**src/rtl/winwdt_pkg.sv**
```systemverilog
package winwdt_pkg;

  localparam int WSEL_W = 3;

  typedef enum logic {
    CAUSE_TIMEOUT = 1'b0,
    CAUSE_EARLY   = 1'b1
  } cause_e;

endpackage

```
**src/rtl/winwdt_cfg.sv**
```systemverilog
module winwdt_cfg
  import winwdt_pkg::*;
#(
  parameter int BASE_TICKS = 16,
  parameter int PSEL_W     = 2,
  parameter int CNT_W      = 8
) (
  input  logic              clk,
  input  logic              rst_n,
  input  logic              load,
  input  logic [PSEL_W-1:0] period_sel,
  input  logic [WSEL_W-1:0] window_sel,
  output logic [CNT_W-1:0]  period_q,
  output logic [CNT_W-1:0]  open_q
);
  localparam int NPER = 1 << PSEL_W;

  logic [CNT_W-1:0]  per_tab [NPER];
  logic [PSEL_W-1:0] psel_q;
  logic [WSEL_W-1:0] wsel_q;
  logic [CNT_W-1:0]  eighth;
  logic [CNT_W-1:0]  closed_parts;

  for (genvar g = 0; g < NPER; g++) begin : g_per
    assign per_tab[g] = CNT_W'(BASE_TICKS << g);
  end

  // selects are captured only on a restart of the count
  always_ff @(posedge clk or negedge rst_n) begin
    if (!rst_n) begin
      psel_q <= '0;
      wsel_q <= '1;
    end else if (load) begin
      psel_q <= period_sel;
      wsel_q <= window_sel;
    end
  end

  always_comb begin
    period_q     = per_tab[psel_q];
    eighth       = period_q >> 3;
    closed_parts = CNT_W'(3'd7 - wsel_q);
    open_q       = eighth * closed_parts;
  end

  // window opening point always lies inside the period
  assert_open_in_period_R4: assert property (@(posedge clk) disable iff (!rst_n)
    open_q < period_q);

endmodule

```
**src/rtl/winwdt_ctr.sv**
```systemverilog
module winwdt_ctr #(
  parameter int CNT_W = 8
) (
  input  logic             clk,
  input  logic             rst_n,
  input  logic             hold,
  input  logic             restart,
  input  logic             tick,
  input  logic [CNT_W-1:0] period_q,
  output logic [CNT_W-1:0] cnt,
  output logic             at_last
);
  always_ff @(posedge clk or negedge rst_n) begin
    if (!rst_n)                cnt <= '0;
    else if (hold || restart)  cnt <= '0;
    else if (tick)             cnt <= cnt + 1'b1;
  end

  assign at_last = (cnt == period_q - 1'b1);

  assert_restart_zero_R6: assert property (@(posedge clk) disable iff (!rst_n)
    restart |=> (cnt == '0));

  assert_stall_no_tick_R10: assert property (@(posedge clk) disable iff (!rst_n)
    (!tick && !restart && !hold) |=> $stable(cnt));

  assert_hold_zero_R9: assert property (@(posedge clk) disable iff (!rst_n)
    hold |=> (cnt == '0));

endmodule

```
**src/rtl/winwdt_judge.sv**
```systemverilog
module winwdt_judge
  import winwdt_pkg::*;
#(
  parameter int CNT_W = 8
) (
  input  logic             clk,
  input  logic             rst_n,
  input  logic             enable,
  input  logic             clear,
  input  logic             tick,
  input  logic             at_last,
  input  logic [CNT_W-1:0] cnt,
  input  logic [CNT_W-1:0] open_q,
  output logic             restart,
  output logic             rst_req,
  output logic             cause_early
);
  logic   clr_ok, clr_early, tmo, fault;
  cause_e cause_q;

  always_comb begin
    clr_ok    = enable && clear && (cnt >= open_q);
    clr_early = enable && clear && (cnt <  open_q);
    // a clear in the same cycle overrides the final tick
    tmo       = enable && tick && at_last && !clear;
    fault     = clr_early || tmo;
    restart   = fault || clr_ok;
  end

  always_ff @(posedge clk or negedge rst_n) begin
    if (!rst_n) begin
      rst_req <= 1'b0;
      cause_q <= CAUSE_TIMEOUT;
    end else begin
      rst_req <= fault;
      if (clr_early)  cause_q <= CAUSE_EARLY;
      else if (tmo)   cause_q <= CAUSE_TIMEOUT;
    end
  end

  assign cause_early = (cause_q == CAUSE_EARLY);

  assert_early_flags_R3: assert property (@(posedge clk) disable iff (!rst_n)
    clr_early |=> (rst_req && cause_early));

  assert_inwindow_no_req_R11: assert property (@(posedge clk) disable iff (!rst_n)
    clr_ok |=> !rst_req);

endmodule

```
**src/rtl/winwdt_top.sv**
```systemverilog
module winwdt_top
  import winwdt_pkg::*;
#(
  parameter int BASE_TICKS = 16,
  parameter int PSEL_W     = 2
) (
  input  logic              clk,
  input  logic              rst_n,
  input  logic              tick,
  input  logic              enable,
  input  logic [PSEL_W-1:0] period_sel,
  input  logic [2:0]        window_sel,
  input  logic              clear,
  output logic              rst_req,
  output logic              cause_early
);
  localparam int MAX_PERIOD = BASE_TICKS << ((1 << PSEL_W) - 1);
  localparam int CNT_W      = $clog2(MAX_PERIOD) + 1;

  logic [CNT_W-1:0] period_q, open_q, cnt;
  logic             at_last, restart;

  winwdt_cfg #(.BASE_TICKS(BASE_TICKS), .PSEL_W(PSEL_W), .CNT_W(CNT_W)) u_cfg (
    .clk(clk), .rst_n(rst_n), .load(restart || !enable),
    .period_sel(period_sel), .window_sel(window_sel),
    .period_q(period_q), .open_q(open_q));

  winwdt_ctr #(.CNT_W(CNT_W)) u_ctr (
    .clk(clk), .rst_n(rst_n), .hold(!enable), .restart(restart), .tick(tick),
    .period_q(period_q), .cnt(cnt), .at_last(at_last));

  winwdt_judge #(.CNT_W(CNT_W)) u_judge (
    .clk(clk), .rst_n(rst_n), .enable(enable), .clear(clear), .tick(tick),
    .at_last(at_last), .cnt(cnt), .open_q(open_q), .restart(restart),
    .rst_req(rst_req), .cause_early(cause_early));

  assert_req_one_cycle_R6: assert property (@(posedge clk) disable iff (!rst_n)
    rst_req |=> !rst_req);

  assert_quiet_disabled_R9: assert property (@(posedge clk) disable iff (!rst_n)
    !enable |=> !rst_req);

  assert_cause_hold_R7: assert property (@(posedge clk) disable iff (!rst_n)
    !rst_req |-> $stable(cause_early));

endmodule

```
**config.mk**
```make
export PLATFORM = sky130hd
export DESIGN_NAME = winwdt_top
export DESIGN_NICKNAME = d
export VERILOG_FILES = /design/src/rtl/winwdt_pkg.sv /design/src/rtl/winwdt_cfg.sv /design/src/rtl/winwdt_ctr.sv /design/src/rtl/winwdt_judge.sv /design/src/rtl/winwdt_top.sv
export SDC_FILE = /design/constraint.sdc
export NUM_CORES = 1
export LEC_CHECK = 0
export CELL_PAD_IN_SITES_DETAIL_PLACEMENT = 1
export CELL_PAD_IN_SITES_GLOBAL_PLACEMENT = 1
export CORE_MARGIN = 2
export CORE_UTILIZATION = 47
export CTS_CLUSTER_SIZE = 20
export DETAILED_ROUTE_END_ITERATION = 10
export PLACE_DENSITY_LB_ADDON = 0.1
export SYNTH_ARGS = -nofsm -noshare
export SYNTH_HDL_FRONTEND = slang
export SYNTH_SLANG_ARGS = --single-unit
```
**constraint.sdc**
```tcl
create_clock -name clk -period 6.59 [get_ports clk]
set_clock_uncertainty 0.15 [all_clocks]
set_input_delay 1.318 -clock clk [delete_from_list [all_inputs] [get_ports clk]]
set_output_delay 1.318 -clock clk [all_outputs]
set_load 0.01 [all_outputs]
```
* Word level (Yosys, flattened, before mapping)
Index checks and enable logic that the tools add are counted.
** Word-level totals
- Memory bits (writable) :: 0
- Output and inout bits :: 2
- Latch bits :: 0
- Logic and storage cells :: 34
- Memories kept :: 0
- Input port bits :: 10
- Memory bits (read-only) :: 0
- Register bits after elaboration :: 15
** Cells by class
- Divide/modulo/power cells :: 0
- Multiply operators :: 1
- Magnitude comparators :: 3
- Bitwise operators :: 1
- Reductions and logical operators :: 13
- Add/sub/neg operators :: 3
- Shift-type cells :: 0
- Muxes and demuxes :: 7
- Eq/ne operators :: 1
** Operators by type and width (number)
- $mux 8 :: 4
- $bmux 8 s2 :: 1
- $add 8x1->8 const B :: 1
- $eq 8x8->1 :: 1
- $ge 8x8->1 :: 1
- $lt 8x8->1 :: 1
- $mul 5x8->8 :: 1
- $sub 8x1->8 const B :: 1
- $logic_and 1x1->1 :: 6
- $reduce_bool 2->1 :: 2
- $sub 3x3->4 const A :: 1
- $ge 3x3->1 const B :: 1
- $logic_or 1x1->1 :: 3
- $not 2->3 :: 1
- $logic_not 1->1 :: 2
- $mux 1 :: 2

* Depth between registers and ports, before layout
- Depth after elaboration :: 12
- Gate-level depth with buffers :: 15
- Mapped depth without buffers :: 14

* Hierarchy
From an unflattened synthesis, not the netlist that was laid out.
** Unflattened totals
- Cells, all modules :: 170
- Area, all modules :: 1560.2 sq um
** Modules (own cells, without submodules)
- winwdt_ctr :: sequential area each 200.2 sq um, cells an instance 71, area each 664.4 sq um, instances 1
- winwdt_cfg :: sequential area each 128.9 sq um, cells an instance 62, area each 603.1 sq um, instances 1
- winwdt_judge :: sequential area each 50.0 sq um, cells an instance 35, area each 282.8 sq um, instances 1
- winwdt_top :: sequential area each 0.0 sq um, cells an instance 2, area each 10.0 sq um, instances 1

* Worst setup path before layout
Ideal clock, no wire load.
- Path kind :: register to register
- From :: reg u_cfg.psel_q[1]
- To :: reg u_judge.cause_q (netlist: u_judge.cause_early)
- Clock period less this slack :: 3375 ps
- Data required time :: 6322 ps
- Setup slack :: 3215 ps
- Stages on the path, launching flop included :: 15
- Path buffers :: 1
- Setup time :: 118 ps
- Arrival time :: 3107 ps
- Cells stage by stage :: dfrtp_1 -> buf_2 -> nand2b_1 -> nor2_1 -> ha_1 -> fa_1 -> fa_1 -> a21o_1 -> a21oi_1 -> xor2_1 -> ha_1 -> nand2_1 -> o211ai_1 -> a21oi_1 -> a21o_1
** On the way
- Word-level cells in the longest chain between the ends :: 9
- Elaborated cells on any way between the ends :: 13
- Classes of those cells :: add/sub: 1; mul: 1; order compare: 1; eq/ne: 1; mux: 4; bitwise: 1; reduce/logical: 4
** Ends and longest elaborated chain
- from (decl) :: line winwdt_cfg.sv:19 : logic [PSEL_W-1:0] psel_q;
- from (signal assigned) :: line winwdt_cfg.sv:34 : psel_q <= period_sel;
- $not 2->3 (not written as such) (*) :: line winwdt_cfg.sv:40 : period_q = per_tab[psel_q];
- $bmux 8 s2 (*) :: line winwdt_cfg.sv:40
- $mux 8 (not written as such) (*) (2 in series) :: line winwdt_cfg.sv:40
- parallel branches: the longest is 5 deep, another holds $mul 5x8->8
- to (signal assigned) :: line winwdt_judge.sv:33 : cause_q <= CAUSE_TIMEOUT;
- to (signal assigned) :: line winwdt_judge.sv:36 : if (clr_early) cause_q <= CAUSE_EARLY;
- to (signal assigned) :: line winwdt_judge.sv:37 : else if (tmo) cause_q <= CAUSE_TIMEOUT;
- to (decl) :: line winwdt_judge.sv:19 : cause_e cause_q;
Mark *: on every way between the ends. The select of a mux whose other input is x is not followed.
A chain may end at the register's enable or synchronous reset.

* Worst setup path in the final report
- From :: reg u_cfg.psel_q[1]
- To :: reg u_judge.rst_req
** On the way
- Word-level cells in the longest chain between the ends :: 9
- Elaborated cells on any way between the ends :: 12
- Classes of those cells :: add/sub: 1; mul: 1; order compare: 1; eq/ne: 1; mux: 3; bitwise: 1; reduce/logical: 4
** Ends and longest elaborated chain
- $not 2->3 (not written as such) (*) :: line winwdt_cfg.sv:40
- $bmux 8 s2 (*) :: line winwdt_cfg.sv:40
- $mux 8 (not written as such) (*) (2 in series) :: line winwdt_cfg.sv:40
- parallel branches: the longest is 4 deep, another holds $mul 5x8->8
- $logic_or 1x1->1 (*) :: line winwdt_judge.sv:26 : fault = clr_early || tmo;
- via u_judge.fault :: line winwdt_judge.sv:18 : logic clr_ok, clr_early, tmo, fault;
- to (signal assigned) :: line winwdt_judge.sv:35 : rst_req <= fault;
- to (decl) :: line winwdt_judge.sv:15 : output logic rst_req,
Mark *: on every way through the listed nets, which the timed path passes. The select of a mux whose other input is x is not followed.

==> results by group <==
CTS
  – CTS resizes: 0
  – CTS tree: yes
  – Clk_lat worst skew: 280 ps
  – Post-CTS Setup Bufs: 0
  – H-tree depth reported by CTS: 1
  – CTS buffer count: 3
  – CTS max path bufs: 2
  – Clk sinks: 15
  – Clock transition at path regs: 90 ps
  – Post-CTS Hold Fix Bufs: 0
  – CTS root buf: clkbuf_4

Worst setup path
  – Crit path DAT: 3760 ps
  – Startpoint types: register
  – Critical Path RT: 6660 ps
  – CP cell instances: nand2b_1 -> nor2_1 -> ha_1 -> fa_1 -> fa_1 -> a21o_1 -> a21oi_1 -> xor2_1 -> ha_1 -> nand2_1 -> o211ai_1 -> a21oi_1 -> nand2b_1
  – CP Max Fanout: 11
  – Critical path class: register to register
  – Bufs and invs on worst path: 0
  – Slowest CP cell: dfrtp_1
  – Critical Path Sink Type: register
  – CP peak stage delay: 540 ps
  – CP top delay family: adder cells

Power and ir drop
  – Max VDD drop: 107.3 uV
  – Pwr Density: 157.1 mW/mm^2
  – Lkg Pwr: 0.0006270 uW

STA
  – Setup TNS: 0 ps
  – Fmax: 0.2714 GHz
  – RSZ-0062 raised after global routing: false
  – Final WS setup: 2906 ps
  – Tmin final: 3684 ps
  – Final setup vio count: 0
  – Max Slew Vio Count: 0
  – Slew @ Worst Pin: 689.6 ps
  – Max-slew headroom: 53.88%
  – WHS: 357.3 ps
  – Final Hold Viols: 0
  – Fin crit share: 55.91%

Die
  – Initial Util: 50.74%
  – Core Rows: 17
  – Die W: 53.57 um
  – Height of the die: 53.57 um
  – Die area: 0.002870 mm^2
  – Core Area: 0.002276 mm^2
  – Num ports: 12

Routing
  – Initial DRC Count: 4
  – Vias: 855
  – Remaining DRCs: 0
  – Total Routed Length: 2439 um
  – First-pass DRT Iterations: 4
  – Vias per cell: 5.516
  – WL/cell: 15.74 um
  – ANT nets after route: 0

Placed design
  – Post-DP HPWL: 2019 um
  – Setup slack at placement: 2909 ps
  – Placed instance count: 151
  – Port bufs: 11
  – Final GP Congestion: 0.7334

Job
  – Max cap viols: 0

Yosys
  – Synth Cell Area: 0.001155 mm^2
  – Post-Synth Adder-Cell Area: 22.97%
  – Mean Syn Cell Area: 10.04 um^2
  – Leading area contributor after synthesis: dfrtp_1
  – Yosys reg bits: 15
  – Synth top area share: 26.00%
  – Compound-gate portion of the synthesized area: 6.609%
  – Mapped Nets: 145
  – Synth Area in Simple Gates: 19.93%
  – Xor and xnor fraction of the mapped netlist area: 7.584%
  – Mux cell area share after synthesis: 6.392%
  – Post-synthesis sequential area ratio: 32.83%
  – Yosys cell types: 30
  – Ranking of synthesized cells by area: dfrtp_1 (26%), ha_1 (20%), dfstp_2 (6.8%)
  – Cell count after synthesis: 115
  – Synthesis warning total: 0
  – Largest family of logic cells by synthesized area: adder cells

Global routing
  – Vias in the first global route: 923
  – Initial antenna violation count: 0
  – GRT Util Overall: 20.65%
  – Congestion Overflow GR: 0
  – Pin count of the biggest net entering global routing: 16
  – First-pass GRT wire length: 4174 um

Layout
  – Layout cell share with drive strength beyond 1: 11.02%
  – Final core utilization: 57.06%
  – Fillers: 259
  – Area grow syn2layout: 12.46%
  – Diode count: 0
  – Commonest non-fill, non-tap cell in the layout: nor2_1
  – Most frequent cells in the layout: nor2_1 (20), ha_1 (18), dfrtp_1 (12)
  – Finished Layout Cells: 155
  – Nets: 158

Outcome
  – Outcome: finished clean

Worst hold path
  – HP Class: register to register
## through the flow
stage               area [um^2]  total power (uW)
detailed placement         1272             154.8
global placement           1272             150.8
global route               1299             219.0
CTS                        1299             210.2
finish                     1299             204.0
floorplan                  1155             137.0
## synthesized netlist by cell type, drive strengths merged
cell     number
o211ai        1
mux2          5
nand2         8
buf           3
inv           4
a21o          3
nor4          1
nor2         20
o21ai         1
a21oi         6
a311o         1
or4           1
nand2b        3
nand4b        1
mux2i         1
nand4         4
dfrtp        12
nand4bb       1
fa            2
dfstp         3
ha           18
xor2          5
nor3          3
and3b         1
and4          1
nand3         1
xnor2         5
## sequential cells by signal (all words and copies together) (netlist names)
register and cells:
u_ctr.cnt 8, u_cfg.wsel_q 3, u_cfg.psel_q 2, u_judge.cause_early 1
u_judge.rst_req 1
## power by group
part / switching, uW / internal (uW) / leakage [uW]
logic: 24.5 / 24.7 / 0.000424
clock network: 28.6 / 23.5 / 0.0000150
registers: 5.73 / 96.9 / 0.000188
## cell type report
| cell class | instances | area (um^2) | area share, % |
|---|---|---|---|
| Multi-Input combinational cell | 93 | 733.2 | 56.45 |
| Inverter | 4 | 15.01 | 1.156 |
| Timing Repair Buffer | 11 | 110.1 | 8.478 |
| Tap cell | 28 | 35.03 | 2.697 |
| Sequential cell | 15 | 379.1 | 29.19 |
| Clock buffer | 4 | 26.28 | 2.023 |
## cell families after synthesis
kind of cell,count (synthesis)
buf+inv,7
mux,6
fa+ha+maj,20
compound gates,12
flops,15
xor+xnor,10
simple gates,45
## routing by layer
metal,vias to the layer above,GRT usage [%],wire length [um]
met3,2,3.333,52
met2,6,35.60,1247
met5,-,0,0
li1,428,-,-
met4,0,6.410,9
met1,419,26.46,1130
## final timing paths
check,start,end,slack [ps],cells past startpoint
setup / recovery,u_cfg.psel_q[1]$_DFFE_PN0N_,u_judge.rst_req$_DFF_PN0_,2910,13
hold / removal,u_judge.cause_early$_DFFE_PN0P_,u_judge.cause_early$_DFFE_PN0P_,360,1
setup reg to reg,u_cfg.psel_q[1]$_DFFE_PN0N_,u_judge.rst_req$_DFF_PN0_,2910,13
hold reg to reg,u_judge.cause_early$_DFFE_PN0P_,u_judge.cause_early$_DFFE_PN0P_,360,1
max in group asynchronous,rst_n,u_ctr.cnt[1]$_DFFE_PN0P_,4560,1
min in group asynchronous,rst_n,u_ctr.cnt[4]$_DFFE_PN0P_,1300,1
Power figures use the tool's default switching activity.
